**config.mk**
```make
export PLATFORM = sky130hd
export DESIGN_NAME = ir_rlc_sampler
export DESIGN_NICKNAME = d
export VERILOG_FILES = /design/src/rtl/ir_rlc_pkg.sv /design/src/rtl/ir_rlc_datapath.sv /design/src/rtl/ir_rlc_ctrl.sv /design/src/rtl/ir_rlc_sampler.sv
export SDC_FILE = /design/constraint.sdc
export NUM_CORES = 1
export LEC_CHECK = 0
export BUFFER_PORTS_ARGS = -buffer_cell sky130_fd_sc_hd__buf_4
export CAP_MARGIN = 20
export CORE_ASPECT_RATIO = 0.75
export CORE_MARGIN = 4
export CORE_UTILIZATION = 33
export CTS_CLUSTER_DIAMETER = 30
export DETAILED_ROUTE_END_ITERATION = 6
export PLACE_DENSITY = 0.46
export SYNTH_ARGS = -nofsm -noshare
export SYNTH_HDL_FRONTEND = slang
export SYNTH_HIERARCHICAL = 1
export SYNTH_SLANG_ARGS = --single-unit
```
**constraint.sdc**
```tcl
create_clock -name clk -period 6.1 [get_ports clk]
set_input_delay 0.915 -clock clk [delete_from_list [all_inputs] [get_ports clk]]
set_output_delay 0.915 -clock clk [all_outputs]
set_load 0.03 [all_outputs]
```
**src/rtl/ir_rlc_pkg.sv**
```systemverilog
package ir_rlc_pkg;

  typedef enum logic [1:0] {
    ST_IDLE,
    ST_RUN,
    ST_FLUSH
  } rlcState_e;

  typedef struct packed {
    logic runClear;    // restart the tick phase and run counter
    logic latchLevel;  // take the synchronized level as the run level
    logic storeRun;    // write the open run into the buffer
    logic storeZero;   // write an end-of-data zero into the buffer
  } rlcStrobe_t;

  localparam int REG_CTRL     = 0;
  localparam int REG_PERIOD   = 1;
  localparam int REG_STATUS   = 2;
  localparam int CTRL_EN_BIT  = 0;
  localparam int CTRL_SAT_BIT = 1;
  localparam int STAT_HALF_BIT = 0;
  localparam int STAT_IRQ_BIT  = 1;

endpackage

```
**src/rtl/ir_rlc_datapath.sv**
```systemverilog
module ir_rlc_datapath
  import ir_rlc_pkg::*;
#(
  parameter int CLKS_PER_US = 50,
  parameter int PER_W       = 7,
  parameter int CNT_W       = 7,
  parameter int HALF_DEPTH  = 4,
  parameter int SYNC_STAGES = 2
) (
  input  logic                              clk,
  input  logic                              rstN,
  input  logic                              irIn,
  input  rlcStrobe_t                        strobe,
  input  logic [PER_W-1:0]                  periodUs,
  input  logic                              satEn,
  input  logic [$clog2(HALF_DEPTH):0]       rdEntry,
  output logic [CNT_W:0]                    rdByte,
  output logic                              edgeSeen,
  output logic [$clog2(HALF_DEPTH)-1:0]     wrIdx,
  output logic                              writeHalf,
  output logic                              halfDone
);

  localparam int BYTE_W  = CNT_W + 1;
  localparam int IDX_W   = $clog2(HALF_DEPTH);
  localparam int ENTRY_W = IDX_W + 1;
  localparam int ENTRIES = 2 * HALF_DEPTH;
  localparam int PER_MAX = (1 << PER_W) - 1;
  localparam int TICK_W  = $clog2(PER_MAX * CLKS_PER_US + 1);
  localparam logic [CNT_W-1:0] CNT_MAX = '1;

  // input synchronizer
  logic [SYNC_STAGES-1:0] syncChain;
  logic irSync;
  logic levelPrev;

  always_ff @(posedge clk or negedge rstN) begin
    if (!rstN) syncChain <= '0;
    else       syncChain <= {syncChain[SYNC_STAGES-2:0], irIn};
  end
  assign irSync = syncChain[SYNC_STAGES-1];

  always_ff @(posedge clk or negedge rstN) begin
    if (!rstN)                  levelPrev <= 1'b0;
    else if (strobe.latchLevel) levelPrev <= irSync;
  end
  assign edgeSeen = irSync ^ levelPrev;

  // sample-period tick
  logic [TICK_W-1:0] periodClks;
  logic [TICK_W-1:0] phaseCnt;
  logic              tick;

  assign periodClks = TICK_W'(periodUs) * TICK_W'(CLKS_PER_US);
  assign tick       = (phaseCnt >= periodClks - TICK_W'(1));

  always_ff @(posedge clk or negedge rstN) begin
    if (!rstN)                phaseCnt <= '0;
    else if (strobe.runClear) phaseCnt <= TICK_W'(1);
    else if (tick)            phaseCnt <= '0;
    else                      phaseCnt <= phaseCnt + TICK_W'(1);
  end

  // run-length counter
  logic [CNT_W-1:0] runCnt;

  always_ff @(posedge clk or negedge rstN) begin
    if (!rstN)                runCnt <= '0;
    else if (strobe.runClear) runCnt <= '0;
    else if (tick) begin
      if (runCnt == CNT_MAX) runCnt <= satEn ? CNT_MAX : '0;
      else                   runCnt <= runCnt + CNT_W'(1);
    end
  end

  // sample formation
  logic [CNT_W-1:0]  sampleCount;
  logic [BYTE_W-1:0] storeByte;
  logic              doStore;

  assign sampleCount = (runCnt == '0) ? CNT_W'(1) : runCnt;
  assign storeByte   = strobe.storeRun ? {~levelPrev, sampleCount} : '0;
  assign doStore     = strobe.storeRun | strobe.storeZero;
  assign halfDone    = doStore && (wrIdx == IDX_W'(HALF_DEPTH - 1));

  always_ff @(posedge clk or negedge rstN) begin
    if (!rstN) begin
      wrIdx     <= '0;
      writeHalf <= 1'b0;
    end else if (doStore) begin
      if (halfDone) begin
        wrIdx     <= '0;
        writeHalf <= ~writeHalf;
      end else begin
        wrIdx <= wrIdx + IDX_W'(1);
      end
    end
  end

  // ping-pong buffer, one register per entry
  logic [ENTRY_W-1:0] wrEntry;
  logic [BYTE_W-1:0]  entryBus [ENTRIES];

  assign wrEntry = {writeHalf, wrIdx};

  for (genvar e = 0; e < ENTRIES; e++) begin : gEntry
    logic [BYTE_W-1:0] entryQ;
    always_ff @(posedge clk or negedge rstN) begin
      if (!rstN)                                     entryQ <= '0;
      else if (doStore && wrEntry == ENTRY_W'(e))    entryQ <= storeByte;
    end
    assign entryBus[e] = entryQ;
  end

  assign rdByte = entryBus[rdEntry];

endmodule

```
**src/rtl/ir_rlc_ctrl.sv**
```systemverilog
module ir_rlc_ctrl
  import ir_rlc_pkg::*;
#(
  parameter int PER_W      = 7,
  parameter int BYTE_W     = 8,
  parameter int ADDR_W     = 4,
  parameter int HALF_DEPTH = 4,
  parameter int PERIOD_DEF = 50,
  parameter int PERIOD_MIN = 5
) (
  input  logic                           clk,
  input  logic                           rstN,
  input  logic                           regWrEn,
  input  logic [ADDR_W-1:0]              regAddr,
  input  logic [BYTE_W-1:0]              regWrData,
  input  logic                           edgeSeen,
  input  logic [$clog2(HALF_DEPTH)-1:0]  wrIdx,
  input  logic                           halfDone,
  output rlcStrobe_t                     strobe,
  output logic                           cfgEnable,
  output logic                           cfgSat,
  output logic [PER_W-1:0]               periodUs,
  output logic                           irqFlag
);

  localparam logic [ADDR_W-1:0] A_CTRL   = ADDR_W'(REG_CTRL);
  localparam logic [ADDR_W-1:0] A_PERIOD = ADDR_W'(REG_PERIOD);
  localparam logic [ADDR_W-1:0] A_STATUS = ADDR_W'(REG_STATUS);

  logic wrCtrl, wrPeriod, wrStatus;
  logic [PER_W-1:0] perIn;
  logic unusedWrBits;

  assign wrCtrl       = regWrEn && (regAddr == A_CTRL);
  assign wrPeriod     = regWrEn && (regAddr == A_PERIOD);
  assign wrStatus     = regWrEn && (regAddr == A_STATUS);
  assign perIn        = regWrData[PER_W-1:0];
  assign unusedWrBits = ^regWrData;

  // configuration registers
  always_ff @(posedge clk or negedge rstN) begin
    if (!rstN) begin
      cfgEnable <= 1'b0;
      cfgSat    <= 1'b0;
      periodUs  <= PER_W'(PERIOD_DEF);
    end else begin
      if (wrCtrl) begin
        cfgEnable <= regWrData[CTRL_EN_BIT];
        cfgSat    <= regWrData[CTRL_SAT_BIT];
      end
      if (wrPeriod)
        periodUs <= (perIn < PER_W'(PERIOD_MIN)) ? PER_W'(PERIOD_DEF) : perIn;
    end
  end

  // interrupt flag: a finished half wins over a clearing write
  always_ff @(posedge clk or negedge rstN) begin
    if (!rstN)                                     irqFlag <= 1'b0;
    else if (halfDone)                             irqFlag <= 1'b1;
    else if (wrStatus && !regWrData[STAT_IRQ_BIT]) irqFlag <= 1'b0;
  end

  // sequencing
  rlcState_e state, nextState;
  logic firstRun, nextFirst;
  logic runPending, nextPending;

  always_comb begin
    strobe      = '0;
    nextState   = state;
    nextFirst   = firstRun;
    nextPending = runPending;
    unique case (state)
      ST_IDLE: begin
        if (cfgEnable) begin
          strobe.runClear   = 1'b1;
          strobe.latchLevel = 1'b1;
          nextFirst         = 1'b1;
          nextState         = ST_RUN;
        end
      end
      ST_RUN: begin
        if (!cfgEnable) begin
          nextPending = !firstRun;
          nextState   = ST_FLUSH;
        end else if (edgeSeen) begin
          strobe.runClear   = 1'b1;
          strobe.latchLevel = 1'b1;
          if (firstRun) nextFirst       = 1'b0;
          else          strobe.storeRun = 1'b1;
        end
      end
      ST_FLUSH: begin
        if (runPending) begin
          strobe.storeRun = 1'b1;
          nextPending     = 1'b0;
        end else if (wrIdx != '0) begin
          strobe.storeZero = 1'b1;
        end else begin
          nextState = ST_IDLE;
        end
      end
      default: nextState = ST_IDLE;
    endcase
  end

  always_ff @(posedge clk or negedge rstN) begin
    if (!rstN) begin
      state      <= ST_IDLE;
      firstRun   <= 1'b1;
      runPending <= 1'b0;
    end else begin
      state      <= nextState;
      firstRun   <= nextFirst;
      runPending <= nextPending;
    end
  end

endmodule

```
**src/rtl/ir_rlc_sampler.sv**
```systemverilog
module ir_rlc_sampler
  import ir_rlc_pkg::*;
#(
  parameter int CLKS_PER_US = 50,
  parameter int PER_W       = 7,
  parameter int CNT_W       = 7,
  parameter int HALF_DEPTH  = 4,
  parameter int SYNC_STAGES = 2,
  parameter int PERIOD_DEF  = 50,
  parameter int PERIOD_MIN  = 5,
  parameter int BYTE_W      = CNT_W + 1,
  parameter int ADDR_W      = $clog2(HALF_DEPTH) + 2
) (
  input  logic              clk,
  input  logic              rstN,
  input  logic              irIn,
  input  logic              regWrEn,
  input  logic [ADDR_W-1:0] regAddr,
  input  logic [BYTE_W-1:0] regWrData,
  output logic [BYTE_W-1:0] regRdData,
  output logic              irqOut
);

  localparam int IDX_W   = $clog2(HALF_DEPTH);
  localparam int ENTRY_W = IDX_W + 1;
  localparam logic [ADDR_W-1:0] A_CTRL   = ADDR_W'(REG_CTRL);
  localparam logic [ADDR_W-1:0] A_PERIOD = ADDR_W'(REG_PERIOD);
  localparam logic [ADDR_W-1:0] A_STATUS = ADDR_W'(REG_STATUS);

  rlcStrobe_t         strobe;
  logic               cfgEnable, cfgSat, irqFlag;
  logic [PER_W-1:0]   periodUs;
  logic               edgeSeen, writeHalf, halfDone;
  logic [IDX_W-1:0]   wrIdx;
  logic [BYTE_W-1:0]  rdByte;
  logic [ENTRY_W-1:0] rdEntry;

  assign rdEntry = regAddr[ENTRY_W-1:0];
  assign irqOut  = irqFlag;

  ir_rlc_ctrl #(
    .PER_W(PER_W), .BYTE_W(BYTE_W), .ADDR_W(ADDR_W), .HALF_DEPTH(HALF_DEPTH),
    .PERIOD_DEF(PERIOD_DEF), .PERIOD_MIN(PERIOD_MIN)
  ) uCtrl (
    .clk(clk), .rstN(rstN), .regWrEn(regWrEn), .regAddr(regAddr),
    .regWrData(regWrData), .edgeSeen(edgeSeen), .wrIdx(wrIdx),
    .halfDone(halfDone), .strobe(strobe), .cfgEnable(cfgEnable),
    .cfgSat(cfgSat), .periodUs(periodUs), .irqFlag(irqFlag)
  );

  ir_rlc_datapath #(
    .CLKS_PER_US(CLKS_PER_US), .PER_W(PER_W), .CNT_W(CNT_W),
    .HALF_DEPTH(HALF_DEPTH), .SYNC_STAGES(SYNC_STAGES)
  ) uData (
    .clk(clk), .rstN(rstN), .irIn(irIn), .strobe(strobe),
    .periodUs(periodUs), .satEn(cfgSat), .rdEntry(rdEntry),
    .rdByte(rdByte), .edgeSeen(edgeSeen), .wrIdx(wrIdx),
    .writeHalf(writeHalf), .halfDone(halfDone)
  );

  // read mux: the upper half of the address space maps the buffer
  always_comb begin
    regRdData = '0;
    if (regAddr[ADDR_W-1]) begin
      regRdData = rdByte;
    end else begin
      case (regAddr)
        A_CTRL: begin
          regRdData[CTRL_EN_BIT]  = cfgEnable;
          regRdData[CTRL_SAT_BIT] = cfgSat;
        end
        A_PERIOD: regRdData[PER_W-1:0] = periodUs;
        A_STATUS: begin
          regRdData[STAT_HALF_BIT] = writeHalf;
          regRdData[STAT_IRQ_BIT]  = irqFlag;
        end
        default: regRdData = '0;
      endcase
    end
  end

endmodule

```
# Word-level counts from Yosys, hierarchy flattened
# Cells that the tools add are included.
[totals]
input_bits = 16
ff_bits = 104
word_cells = 120
output_inout_bits = 9
[op_classes]
muxes = 39
reduce_logical = 28
magnitude_cmp = 3
n_eq_ne = 19
multipliers = 1
add_sub_neg = 4
bitwise = 5
[ops]
columns = ["operator", "count"]
rows = [
  ["7-bit two-way mux", 6],
  ["8-bit two-way mux", 4],
  ["13-bit two-way mux", 2],
  ["8-bit binary-select mux with 3-bit select", 1],
  ["13-bit by 1-bit adder with 13-bit output, second input constant", 1],
  ["13-bit >= comparator", 1],
  ["1-bit logical AND", 13],
  ["13-bit by 1-bit subtractor with 13-bit output, second input constant", 1],
  ["3-bit equality test, second input constant", 4],
  ["7-bit by 5-bit multiplier with 12-bit output, second input constant", 1],
  ["2-bit two-way mux", 6],
  ["2-bit one-hot mux with 3 select lines", 2],
  ["1-bit two-way mux", 11],
  ["2-bit nonzero test", 5],
  ["2-bit inequality test, second input constant", 4],
  ["4-bit AND reduction", 2],
  ["7-bit by 1-bit adder with 7-bit output, second input constant", 1],
  ["7-bit equality test, second input constant", 1],
  ["7-bit zero test", 1],
  ["7-bit by 3-bit < comparator with 1-bit output, second input constant", 1],
  ["3-bit by 2-bit equality test with 1-bit output, second input constant", 2],
  ["3-bit two-way mux", 2],
  ["1-bit one-hot mux with 2 select lines", 3],
  ["5-bit two-way mux", 1],
  ["18 further kinds", 23],
]

# Depth between registers and ports, before layout
# Gate-level depths: netlist (run 1).
[logic_depth]
ltp_word = 7
ltp_mapped = 18
depth_no_buf = 17

# Cells and area by module
# The synthesis (run 1) kept the hierarchy.
[modules_own_cells]
columns = ["module", "area_each_um2", "instances", "cells_per_inst"]
rows = [
  ["ir_rlc_datapath", 5241.3, 1, 509],
  ["ir_rlc_ctrl", 790.8, 1, 78],
  ["ir_rlc_sampler", 138.9, 1, 18],
]

# Least setup slack after synthesis (run 1)
# No wires, ideal clock.
[synth_timing]
path_kind = "register to register"
from = "reg uCtrl.periodUs[1]"
to = "reg uData.runCnt[4]"
n_path_buf = 0
synth_period_minus_slack_ps = 4467
required_ps = 5996
path_stages_with_launch = 18
setup_ps = 104
t_arrival_ps = 4363
setup_slack_ps = 1633
path_cell_list = "dfstp_2 inv_1 ha_1 ha_1 ha_1 inv_1 fa_1 or2b_1 a21oi_1 xor2_1 nor4bb_1 xnor3_1 ha_1 and4_1 nand3_1 o221ai_1 o21ai_0 a221oi_1"
[synth_via]
elab_chain_len = 4
[synth_rtl]
columns = ["element", "line_no", "source"]
rows = [
  ["from (decl)", "ir_rlc_ctrl.sv:22", "output logic [PER_W-1:0] periodUs,"],
  ["from (signal assigned)", "ir_rlc_ctrl.sv:45", "periodUs <= PER_W'(PERIOD_DEF);"],
  ["from (signal assigned)", "ir_rlc_ctrl.sv:52", "periodUs <= (perIn < PER_W'(PERIOD_MIN)) ? PER_W'(PERIOD_DEF) : perIn;"],
  ["7-bit by 5-bit multiplier with 12-bit output", "ir_rlc_datapath.sv:54", "assign periodClks = TICK_W'(periodUs) * TICK_W'(CLKS_PER_US);"],
  ["13-bit by 1-bit subtractor with 13-bit output", "ir_rlc_datapath.sv:55", "assign tick = (phaseCnt >= periodClks - TICK_W'(1));"],
  ["13-bit >= comparator", "ir_rlc_datapath.sv:55", ""],
  ["2-bit nonzero test (no source line)", "-", ""],
  ["to (signal assigned)", "ir_rlc_datapath.sv:71", "if (runCnt == CNT_MAX) runCnt <= satEn ? CNT_MAX : '0;"],
  ["to (signal assigned)", "ir_rlc_datapath.sv:72", "else runCnt <= runCnt + CNT_W'(1);"],
  ["to (decl)", "ir_rlc_datapath.sv:65", "logic [CNT_W-1:0] runCnt;"],
]
# Every way passes these cells.
# A chain may end at the register's enable or synchronous reset.

# Worst setup path in the final report (run 1)
[layout_timing]
from = "reg uCtrl.periodUs[1]"
to = "reg uData.runCnt[3]"
# Same word-level chain as after synthesis.

==> summary.md, run 1 <==
| Metric | Value |
|---|---|
| Num CTS Buffers | 9 |
| Pin count of the biggest net entering global routing | 54 |
| Outcome | completed |
| CP required | 6360 ps |
| Number of hold buffers added after cts | 0 |
| Top cell type by total area after synthesis | dfrtp_1 |
| Post-Place Worst Slack | slightly above 800 ps |
| Crit path kind | reg -> reg |
| EDFF count, synth | 0 |
| Vias in the first global route | 4518 |
| Multi-input gate area | ~3400 um^2 |
| Final Util | a little under two fifths |
| Commonest cells in the synthesized netlist | 100 x dfrtp_1, 95 x nand2_1, 77 x o21ai_0, 51 x ha_1 |
| Post-CTS Repair Setup Buffers | 0 |
| R2R cell count | 17 |
| Synth cell types | 75 |
| Hold path depth | 0 |
| Synth area leaders | dfrtp_1 41%, ha_1 10%, o21ai_0 6.2% |
| Congestion Overflow GR | 0 |
| Fin nets | just under 700 |
| First-pass GRT wire length | ~24000 um |
| Area grow syn2layout | 11.5% |
| Root Buffer | clkbuf_16 |
| Via count | between 4000 and 5000 |
| Chip Height | about 130 um |
| CTS Buffer Depth | 2 |
| CTS tree | built |
| Setup crit end kind | register |
| Worst Path Max Fanout | 12 |
| Initial drt markers | between 200 and 300 |
| Post-route ant nets | 0 |
| Maxcap violations | 0 |
| Synthesis warning total | 6 |
| Gates resized, CTS repair | 0 |
| Most common cell in the synthesized netlist | dfrtp_1 |
| Post-synthesis cell count | approximately 610 |
| Combinational share of power | around 40% |
| Reg power frac | 34.3% |
| Sequential cell area fraction in the yosys report | a little over two fifths |
| Headroom to the max-slew limit | 34.8% |
| Flops & latches, synth | 104 |
| HP Class | reg -> reg |
| Final setup TNS | 0 ps |
| # DRC | 0 |
| Post-DP HPWL | around 11000 um |
| Ant. Diodes | 0 |
| Synth Cell Area | ~6200 um^2 |
| Sw Share | between 30% and 40% |
| Number of vias per cell | 5.11 |
| Final Max Tran Viols | 0 |
| Syn nets | 674 |
| Initial antenna violation count | 0 |
| Wire per inst | about 17 um |
| Ys flop type | dfrtp_1 |
| Peak supply drop | 0.185 mV |
| Core Area | 18400 um^2 |
| Final period utilization | a little under 90% |
| Worst-Margin Slew | approximately 1000 ps |
| Worst Skew | 7.14 ps |
| Die X | roughly 170 um |
| Period minus WS final | roughly 5300 ps |
| Initial core utilization | 33.5% |
| Clk sinks | between 100 and 150 |
| First-pass iteration count of the detailed router | 4 |
| # rows | 43 |
| Yosys top cell area share | around two fifths |
| Psw | 0.915 mW |
| Endpoints failing hold | 0 |
| Setup violators final | 0 |
| Die area | between 20000 and 25000 um^2 |
| Asr flop ratio synth | 100% |
| RD Place Congestion | 0.847 |
| Number of port buffers | 23 |
| Sequential cell area | about 2600 um^2 |
| Tot Pwr | roughly 2.5 mW |
| Share of cells above drive strength 1 | between 10% and 20% |
| Post-Route WL | 14900 um |
| Later-pin clock latency in the skew report | ~350 ps |
| # IOs | 25 |
| PD cells | around 360 nW/um^2 |
| Synth Area per Inst | between 10 and 15 um^2 |
| Hold slack final | between 300 and 400 ps |
| Worst setup margin | about 790 ps |
| Lkg Pwr | a little over 3 nW |
| Fill cells | 1877 |
| Clock share of power | 25.5% |
| Clk slew on worst S/H paths | 70 ps |
| Nature of the critical path startpoint | register |
| FMAX | ~190 MHz |
| GRT Overall Usage | 14.6% |
| RSZ-0062 raised after global routing | no |
| Pint | approximately 1.5 mW |
| Htree depth | 3 |
| Worst EP arrival | 5570 ps |
==> stage by stage <==
step,area [um^2],instances
5_1_grt,6880,869
4_1_cts,6880,869
6_report,6880,869
3_5_place_dp,6560,853
2_1_floorplan,6170,605
3_3_place_gp,6560,853
==> power groups by stage <==
stage	sequential (mW)	combinational [mW]	clock (mW)
6_report	0.844	0.990	0.627
5_1_grt	0.854	1.14	0.680
4_1_cts	0.842	1.00	0.649
3_5_place_dp	0.855	0.988	0
3_3_place_gp	0.854	0.965	0
2_1_floorplan	0.824	0.769	0
==> cell usage in the layout (no fill, tap or decap), drive strengths merged, types with 3 or more instances in the layout <==
cell and instances:
a21oi 18, clkbuf 10, nor2 28, buf 25, dfrtp 100, o221a 3
dfstp 4, and3 11, mux4 16, a221oi 3, nand4b 4, nand2 96
a211oi 3, inv 28, o31ai 3, a31oi 6, and4 5, xor2 12
or3 4, nor3 5, nor4b 3, and2 4, ha 51, nor2b 4
nand3 17, o21ai 79, o221ai 3, nor3b 4, a22o 8, mux2i 3
mux2 13, xnor2 11
==> registers in the layout (all words and copies together) (netlist names), 2 cells and up <==
name and count:
uData/syncChain 2, uData/runCnt 7, uData/gEntry.entryQ 64, uData/phaseCnt 13, uCtrl/state 2, uData/wrIdx 2
uCtrl/periodUs 7
==> critical path, cell delays in order, from the launching register on <==
cell and delay, ps:
dfstp_2 580, inv_1 90, ha_1 300, ha_1 280, ha_1 300, inv_1 60, fa_1 450, xor2_1 240
and4bb_1 320, o2111ai_1 120, nor4bb_1 430, xnor3_1 340, ha_1 310, and4_1 240, a31oi_1 220, o221a_2 270
nand3_1 380, a22oi_1 280
==> layer usage <==
metal | global-route usage (%) | up-vias | wire (um)
li1 | - | 2185 | -
met1 | 22.4 | 2172 | 7980
met2 | 21.5 | 71 | 6210
met3 | 3.21 | 12 | 542
met4 | 2.76 | 0 | 131
met5 | 0 | - | 0
==> logic make-up after synthesis <==
group,after synthesis,share of synthesized area (%)
AOI/OAI and AO/OA,141,14.1
muxes,32,8.82
adders and majority gates,53,11.0
buffers and inverters,51,3.39
DFF,104,42.3
and+or+nand+nor,199,16.5
xor gates and xnor gates,25,3.99
==> path summary, 6_finish.rpt <==
kind	from	endpoint	slack, ps
hold / removal	uData/syncChain[0]$_DFF_PN0_	uData/syncChain[1]$_DFF_PN0_	360
setup reg to reg	uCtrl/periodUs[1]$_DFFE_PN1P_	uData/runCnt[3]$_DFFE_PN0P_	790
min in group asynchronous	rstN	uData/phaseCnt[10]$_DFF_PN0_	590
max in group asynchronous	rstN	uData/gEntry[1].entryQ[5]$_DFFE_PN0P_	4350
hold reg to reg	uData/syncChain[0]$_DFF_PN0_	uData/syncChain[1]$_DFF_PN0_	360
setup / recovery	uCtrl/periodUs[1]$_DFFE_PN1P_	uData/runCnt[3]$_DFFE_PN0P_	790
==> layout make-up <==
| cell class | count | share of cell area, % |
|---|---|---|
| clock inverter | 6 | 1.35 |
| clock buffer | 10 | 3.33 |
| tap | 247 | 4.49 |
| timing repair buffer | 25 | 2.73 |
| multi-input combinational | 450 | 48.7 |
| sequential | 104 | 37.9 |
| inverter | 27 | 1.47 |
Note: power is estimated with default switching activity, not from simulation.
==> inputs of run 2 (changes only) <==
--- a/config.mk
+++ b/config.mk
@@ -12,7 +12,7 @@
 export CORE_UTILIZATION = 33
 export CTS_CLUSTER_DIAMETER = 30
 export DETAILED_ROUTE_END_ITERATION = 6
-export PLACE_DENSITY = 0.46
+export PLACE_DENSITY = 0.52
 export SYNTH_ARGS = -nofsm -noshare
 export SYNTH_HDL_FRONTEND = slang
 export SYNTH_HIERARCHICAL = 1
==> summary.md, run 2 (synthesis results as in run 1) <==
| Metric | Value |
|---|---|
| Setup crit start | uCtrl/periodUs[1]$_DFFE_PN1P_ |
| Peak supply drop | 0.240 mV (+30%) |
| Num CTS Buffers | 9 (unchanged) |
| FMAX | 191 MHz (+1.3%) |
| Setup crit end | uData/runCnt[3]$_DFFE_PN0P_ |
| Clk slew on worst S/H paths | 70 ps (about the same) |
| Reg power frac | 34.7% (+0.4 points) |
| Sw Share | 37.7% (+0.52 points) |
| Outcome | completed |
| CP max-delay cell | dfstp_2 |
| Number of vias per cell | 5.14 (+0.63%) |
| Lkg Pwr | 3.11 nW (-0.10%) |
| Nature of the critical path startpoint | register |
| Worst Skew | 10.0 ps (+2.87 ps) |
| First-pass iteration count of the detailed router | 4 (unchanged) |
| Initial core utilization | 33.5% (unchanged) |
| Combinational share of power | 40.6% (+0.4 points) |
| Flop-to-flop setup slack | 860 ps (+70 ps) |
| Most frequent cells in the layout | 100 x dfrtp_1, 95 x nand2_1, 77 x o21ai_0, 51 x ha_1 |
| CP delay by family, top | adder cells |
| Congestion Overflow GR | 0 (unchanged) |
| # rows | 43 (unchanged) |
| Initial drt markers | 320 (+16%) |
| Gates resized, CTS repair | 0 (unchanged) |
| Post-CTS Repair Setup Buffers | 0 (unchanged) |
| Worst-Margin Slew | 756 ps (-220 ps) |
| # IOs | 25 (unchanged) |
| Most used cell, CP | ha_1 |
| Post-Route WL | 14200 um (-4.3%) |
| Number of port buffers | 23 (unchanged) |
| CTS Buffer Depth | 2 (unchanged) |
| # DRC | 0 (unchanged) |
| Headroom to the max-slew limit | 49.6% (+15 points) |
| First-pass GRT wire length | 23700 um (-3.1%) |
| Period minus WS final | 5240 ps (-69.6 ps) |
| Chip Height | 126 um (unchanged) |
| Setup violators final | 0 (unchanged) |
| Wire per inst | 16.3 um (-4.4%) |
| Setup crit end kind | register |
| Crit-path max cell delay | 580 ps (about the same) |
| Worst EP arrival | 5510 ps (-60 ps) |
| Endpoints failing hold | 0 (unchanged) |
| Largest register FFs | 64 (unchanged) |
| CP required | 6370 ps (about the same) |
| Clock share of power | 24.7% (-0.8 points) |
| Most common cell after layout, fill and taps aside | dfrtp_1 |
| RD Place Congestion | 0.845 (-0.31%) |
| Pint | 1.52 mW (-2.0%) |
| Maxcap violations | 0 (unchanged) |
| Die area | 21000 um^2 (unchanged) |
| CTS tree | built |
| Share of cells above drive strength 1 | 14.9% (+0.14 points) |
| R2R cell count | 17 (unchanged) |
| HP Class | reg -> reg |
| Buf/Inv on CP | 2 (unchanged) |
| Die X | 166 um (unchanged) |
| Number of cells on the critical path | 17 (unchanged) |
| Fin nets | 687 (+0.15%) |
| Final Instance Area | 6870 um^2 (-0.11%) |
| Area grow syn2layout | 11.4% |
| Worst path cell trace | inv_1, ha_1, ha_1, ha_1, inv_1, fa_1, xor2_1, and4bb_1, o2111ai_1, nor4bb_1, xnor3_1, ha_1, and4_1, a31oi_1, o221a_2, nand3_1, a22oi_1 |
| Post-DP HPWL | 10400 um (-3.6%) |
| Worst Path Max Fanout | 12 (unchanged) |
| PD cells | 354 nW/um^2 (-1.1%) |
| Top flop regs | uData/gEntry.entryQ (64), uData/phaseCnt (13) |
| Final setup TNS | 0 ps (unchanged) |
| Htree depth | 3 (unchanged) |
| RSZ-0062 raised after global routing | no |
| Largest register by flop count | uData/gEntry.entryQ |
| Ant. Diodes | 0 (unchanged) |
| Number of hold buffers added after cts | 0 (unchanged) |
| Post-route ant nets | 0 (unchanged) |
| Psw | 0.916 mW (+0.17%) |
| Vias in the first global route | 4466 (-1.2%) |
| Clk sinks | 104 (unchanged) |
| Later-pin clock latency in the skew report | 360 ps (about the same) |
| Via count | 4473 (+0.74%) |
| RR Endpoint | uData/runCnt[3]$_DFFE_PN0P_ |
| GRT Overall Usage | 14.0% (-0.60 points) |
| Initial antenna violation count | 0 (unchanged) |
| Final Max Tran Viols | 0 (unchanged) |
| Pin count of the biggest net entering global routing | 61 (+13%) |
| Final period utilization | 85.9% (-1.1 points) |
| Core Area | 18400 um^2 (unchanged) |
| Crit path kind | reg -> reg |
| Root Buffer | clkbuf_16 |
| Reg-to-reg critical path startpoint | uCtrl/periodUs[1]$_DFFE_PN1P_ |
| Cell Area, Placed | 6570 um^2 (+0.11%) |
-- run 2: area by class of cell --
| class | instances | area, um^2 |
|---|---|---|
| fill | 1830 | 11500 |
| multi-input combinational | 450 | 3350 |
| sequential | 104 | 2610 |
| tap | 247 | 309 |
| clock buffer | 11 | 243 |
| timing repair buffer | 26 | 195 |
| inverter | 27 | 101 |
| clock inverter | 5 | 63.8 |
-- run 2: worst min-delay path by stage --
stage | startpoint | depth (start not counted) | endpoint
after floorplan | uData/syncChain[0]$_DFF_PN0_ | 0 | uData/syncChain[1]$_DFF_PN0_
after global placement | uData/syncChain[0]$_DFF_PN0_ | 0 | uData/syncChain[1]$_DFF_PN0_
after detailed placement | uData/syncChain[0]$_DFF_PN0_ | 0 | uData/syncChain[1]$_DFF_PN0_
after CTS | uData/syncChain[0]$_DFF_PN0_ | 0 | uData/syncChain[1]$_DFF_PN0_
after global routing | uData/syncChain[0]$_DFF_PN0_ | 0 | uData/syncChain[1]$_DFF_PN0_
final | uData/syncChain[0]$_DFF_PN0_ | 0 | uData/syncChain[1]$_DFF_PN0_
-- run 2: routing by layer --
layer | wire, um | share of wire (%) | track usage [%] | vias to the layer above
met5 | 0 | 0 | 0 | -
met4 | 136 | 0.96 | 3.20 | 0
met3 | 688 | 4.8 | 3.36 | 11
met2 | 5940 | 42 | 20.3 | 77
met1 | 7450 | 52 | 21.3 | 2188
li1 | - | - | - | 2197
-- run 2: power by group through the flow --
stage,Sequential (mW),Clock (mW),Combinational (mW)
6_report,0.844,0.599,0.988
3_5_place_dp,0.855,0,0.981
5_1_grt,0.858,0.645,1.13
3_3_place_gp,0.853,0,0.958
2_1_floorplan,0.824,0,0.769
4_1_cts,0.844,0.621,0.990
-- run 2: worst register-to-register path, cell delays in order (launching register included) --
cell,delay [ps]
dfstp_2,580
inv_1,90
ha_1,300
ha_1,270
ha_1,300
inv_1,60
fa_1,440
xor2_1,250
and4bb_1,300
o2111ai_1,120
nor4bb_1,400
xnor3_1,350
ha_1,310
and4_1,250
a31oi_1,220
o221a_2,270
nand3_1,360
a22oi_1,290
-- run 2: metrics by stage --
step	total power [mW]	cells	util (%)	hold slack [ps]	worst slack [ps]
2_1_floorplan	1.59	605	-	331	1630
3_3_place_gp	1.81	854	35.7	336	915
3_5_place_dp	1.84	854	35.7	343	894
6_report	2.43	870	37.4	357	862
4_1_cts	2.45	870	37.4	361	816
5_1_grt	2.63	870	37.4	364	479
==> inputs of run 3 (changes only) <==
--- a/config.mk
+++ b/config.mk
@@ -13,6 +13,7 @@
 export CTS_CLUSTER_DIAMETER = 30
 export DETAILED_ROUTE_END_ITERATION = 6
 export PLACE_DENSITY = 0.52
+export REMOVE_ABC_BUFFERS = 1
 export SYNTH_ARGS = -nofsm -noshare
 export SYNTH_HDL_FRONTEND = slang
 export SYNTH_HIERARCHICAL = 1
==> summary.md, run 3 (synthesis results as in run 1) <==
| Metric | Value |
|---|---|
| Grt met2 use | 22.8% (+2.5 points) |
| Maxcap violations | 0 (unchanged) |
| Wire per inst | 16.5 um (+0.76%) |
| Initial core utilization | 33.5% (unchanged) |
| Most frequent cells in the layout | 100 x dfrtp_1, 95 x nand2_1, 77 x o21ai_0, 51 x ha_1 |
| Number of vias per cell | 5.10 (-0.80%) |
| First-pass iteration count of the detailed router | 5 (+1) |
| Post-route ant nets | 0 (unchanged) |
| Initial drt markers | 364 (+14%) |
| PD cells | 352 nW/um^2 (-0.48%) |
| Final Instance Area | 6850 um^2 (-0.31%) |
| Reg power frac | 35.0% (+0.3 points) |
| Fill cells | 1877 (+2.6%) |
| Congestion Overflow GR | 0 (unchanged) |
| # rows | 43 (unchanged) |
| Fin nets | 685 (-0.29%) |
| Buf/Inv on CP | 2 (unchanged) |
| Endpoints failing hold | 0 (unchanged) |
| Hold endpoint | uData/syncChain[1]$_DFF_PN0_ |
| Final setup TNS | 0 ps (unchanged) |
| Headroom to the max-slew limit | 47.0% (-2.6 points) |
| Tot Pwr | 2.41 mW (-0.79%) |
| RSZ-0062 raised after global routing | no |
| Crit path kind | reg -> reg |
| Most common cell after layout, fill and taps aside | dfrtp_1 |
| Initial antenna violation count | 0 (unchanged) |
| # DRC | 0 (unchanged) |
| Area grow syn2layout | 11.1% |
| Post-Place Worst Slack | 863 ps (-30.5 ps) |
| Combinational share of power | 40.2% (-0.4 points) |
| Clk sinks | 104 (unchanged) |
| Ant. Diodes | 0 (unchanged) |
| Die X | 166 um (unchanged) |
| Htree depth | 3 (unchanged) |
| Final Util | 37.2% (-0.12 points) |
| Die area | 21000 um^2 (unchanged) |
| Vias in the first global route | 4390 (-1.7%) |
| Share of cells above drive strength 1 | 14.7% (-0.25 points) |
| HP Class | reg -> reg |
| Met3 GRT Util | 2.37% (-1.0 points) |
| Peak supply drop | 0.161 mV (-33%) |
| CTS tree | built |
| Number of hold buffers added after cts | 0 (unchanged) |
| R2R cell count | 17 (unchanged) |
| Worst EP arrival | 5480 ps (-30 ps) |
| Setup violators final | 0 (unchanged) |
| Worst Path Max Fanout | 12 (unchanged) |
| Psw | 0.909 mW (-0.76%) |
| Num CTS Buffers | 9 (unchanged) |
| FMAX | 191 MHz (+0.25%) |
| CP required | 6350 ps (-20 ps) |
| Worst Skew | 10.5 ps (+0.483 ps) |
| Worst setup margin | 876 ps (+13.2 ps) |
| CP delay by family, top | adder cells |
| RD Place Congestion | 0.809 (-4.2%) |
| CP max-delay cell | dfrtp_1 |
| Hold path depth | 0 (unchanged) |
| Top flop regs | uData/gEntry.entryQ (64), uData/phaseCnt (13) |
| Most used cell, CP | ha_1 |
| Via count | 4422 (-1.1%) |
| Nature of the critical path startpoint | register |
| Fin cells | 867 (-0.34%) |
| Period minus WS final | 5220 ps (-13.2 ps) |
| First-pass GRT wire length | 23900 um (+0.81%) |
| CTS Buffer Depth | 2 (unchanged) |
| Final Max Tran Viols | 0 (unchanged) |
| Worst path cell trace | inv_1, ha_1, ha_1, ha_1, inv_1, fa_1, or2b_1, a21oi_1, xor2_1, nor4bb_1, xnor3_1, ha_1, and4_1, a31oi_1, o221a_2, nand3_1, a22oi_1 |
| Pin count of the biggest net entering global routing | 59 (-3.3%) |
| RR Endpoint | uData/runCnt[3]$_DFFE_PN0P_ |
| Sw Share | 37.7% (about the same) |
| Inst Count DP | 852 (-0.23%) |
| Post-Route WL | 14300 um (+0.41%) |
| Largest register FFs | 64 (unchanged) |
| Cell Area, Placed | 6550 um^2 (-0.23%) |
| Largest register by flop count | uData/gEntry.entryQ |
| Met1 GRT Util | 20.2% (-1.1 points) |
| Setup crit end kind | register |
| Pint | 1.50 mW (-0.81%) |
| Hold Startpoint | uData/syncChain[0]$_DFF_PN0_ |
| Outcome | completed |
| Number of port buffers | 23 (unchanged) |
| Post-CTS Repair Setup Buffers | 0 (unchanged) |
| Gr busiest metal | met2 |
| GRT Overall Usage | 14.0% (about the same) |
| Hold slack final | 371 ps (+13.7 ps) |
| Gates resized, CTS repair | 0 (unchanged) |
| Reg-to-reg critical path startpoint | uCtrl/periodUs[2]$_DFFE_PN0P_ |
| Worst-Margin Slew | 794 ps (+37.6 ps) |
| Core Area | 18400 um^2 (unchanged) |
| Later-pin clock latency in the skew report | 350 ps (about the same) |
| # IOs | 25 (unchanged) |
| Root Buffer | clkbuf_16 |
| Final period utilization | 85.6% (-0.22 points) |
| Crit-path max cell delay | 580 ps (about the same) |
| Flop-to-flop setup slack | 880 ps (about the same) |
| Clock share of power | 24.8% (about the same) |
| Clk slew on worst S/H paths | 70 ps (about the same) |
| Post-DP HPWL | 10100 um (-2.7%) |
| Chip Height | 126 um (unchanged) |
| Lkg Pwr | 3.10 nW (-0.39%) |
## run 3: final cells by class
class	count	area [um^2]	area share, %
timing repair buffer	24	180	2.63
inverter	27	101	1.48
tap	247	309	4.51
clock buffer	9	225	3.29
multi-input combinational	450	3350	49.0
clock inverter	6	75.1	1.10
sequential	104	2610	38.1
## run 3: worst register-to-register path: stages (launching register included)
cell and delay [ps]:
dfrtp_1 580, inv_1 110, ha_1 290, ha_1 290, ha_1 300, inv_1 60, fa_1 450, or2b_1 310
a21oi_1 180, xor2_1 140, nor4bb_1 360, xnor3_1 290, ha_1 300, and4_1 250, a31oi_1 260, o221a_2 300
nand3_1 380, a22oi_1 290
## run 3: power by group through the flow
stage	logic, mW	clock network (mW)	registers, mW
2_1_floorplan	0.751	0	0.827
3_3_place_gp	0.941	0	0.856
3_5_place_dp	0.973	0	0.858
4_1_cts	0.980	0.613	0.845
5_1_grt	1.12	0.644	0.858
6_report	0.970	0.597	0.845
## run 3: worst max path at each step
stage / start / end / slack [ps] / cells past startpoint
floorplan: uCtrl/periodUs[1]$_DFFE_PN1P_ / uData/runCnt[3]$_DFFE_PN0P_ / 1540 / 17
global placement: uCtrl/periodUs[2]$_DFFE_PN0P_ / uData/runCnt[3]$_DFFE_PN0P_ / 1040 / 17
detailed placement: uCtrl/periodUs[1]$_DFFE_PN1P_ / uData/runCnt[3]$_DFFE_PN0P_ / 860 / 17
CTS: uCtrl/periodUs[1]$_DFFE_PN1P_ / uData/runCnt[3]$_DFFE_PN0P_ / 840 / 17
global route: uCtrl/periodUs[2]$_DFFE_PN0P_ / uData/runCnt[3]$_DFFE_PN0P_ / 470 / 17
finish: uCtrl/periodUs[2]$_DFFE_PN0P_ / uData/runCnt[3]$_DFFE_PN0P_ / 880 / 17
## run 3: routing by layer
layer / share of wire (%) / up-vias
met3: 2.9 / 8
met1: 50 / 2143
met4: 0.62 / 0
li1: - / 2196
met2: 46 / 75
met5: 0 / -
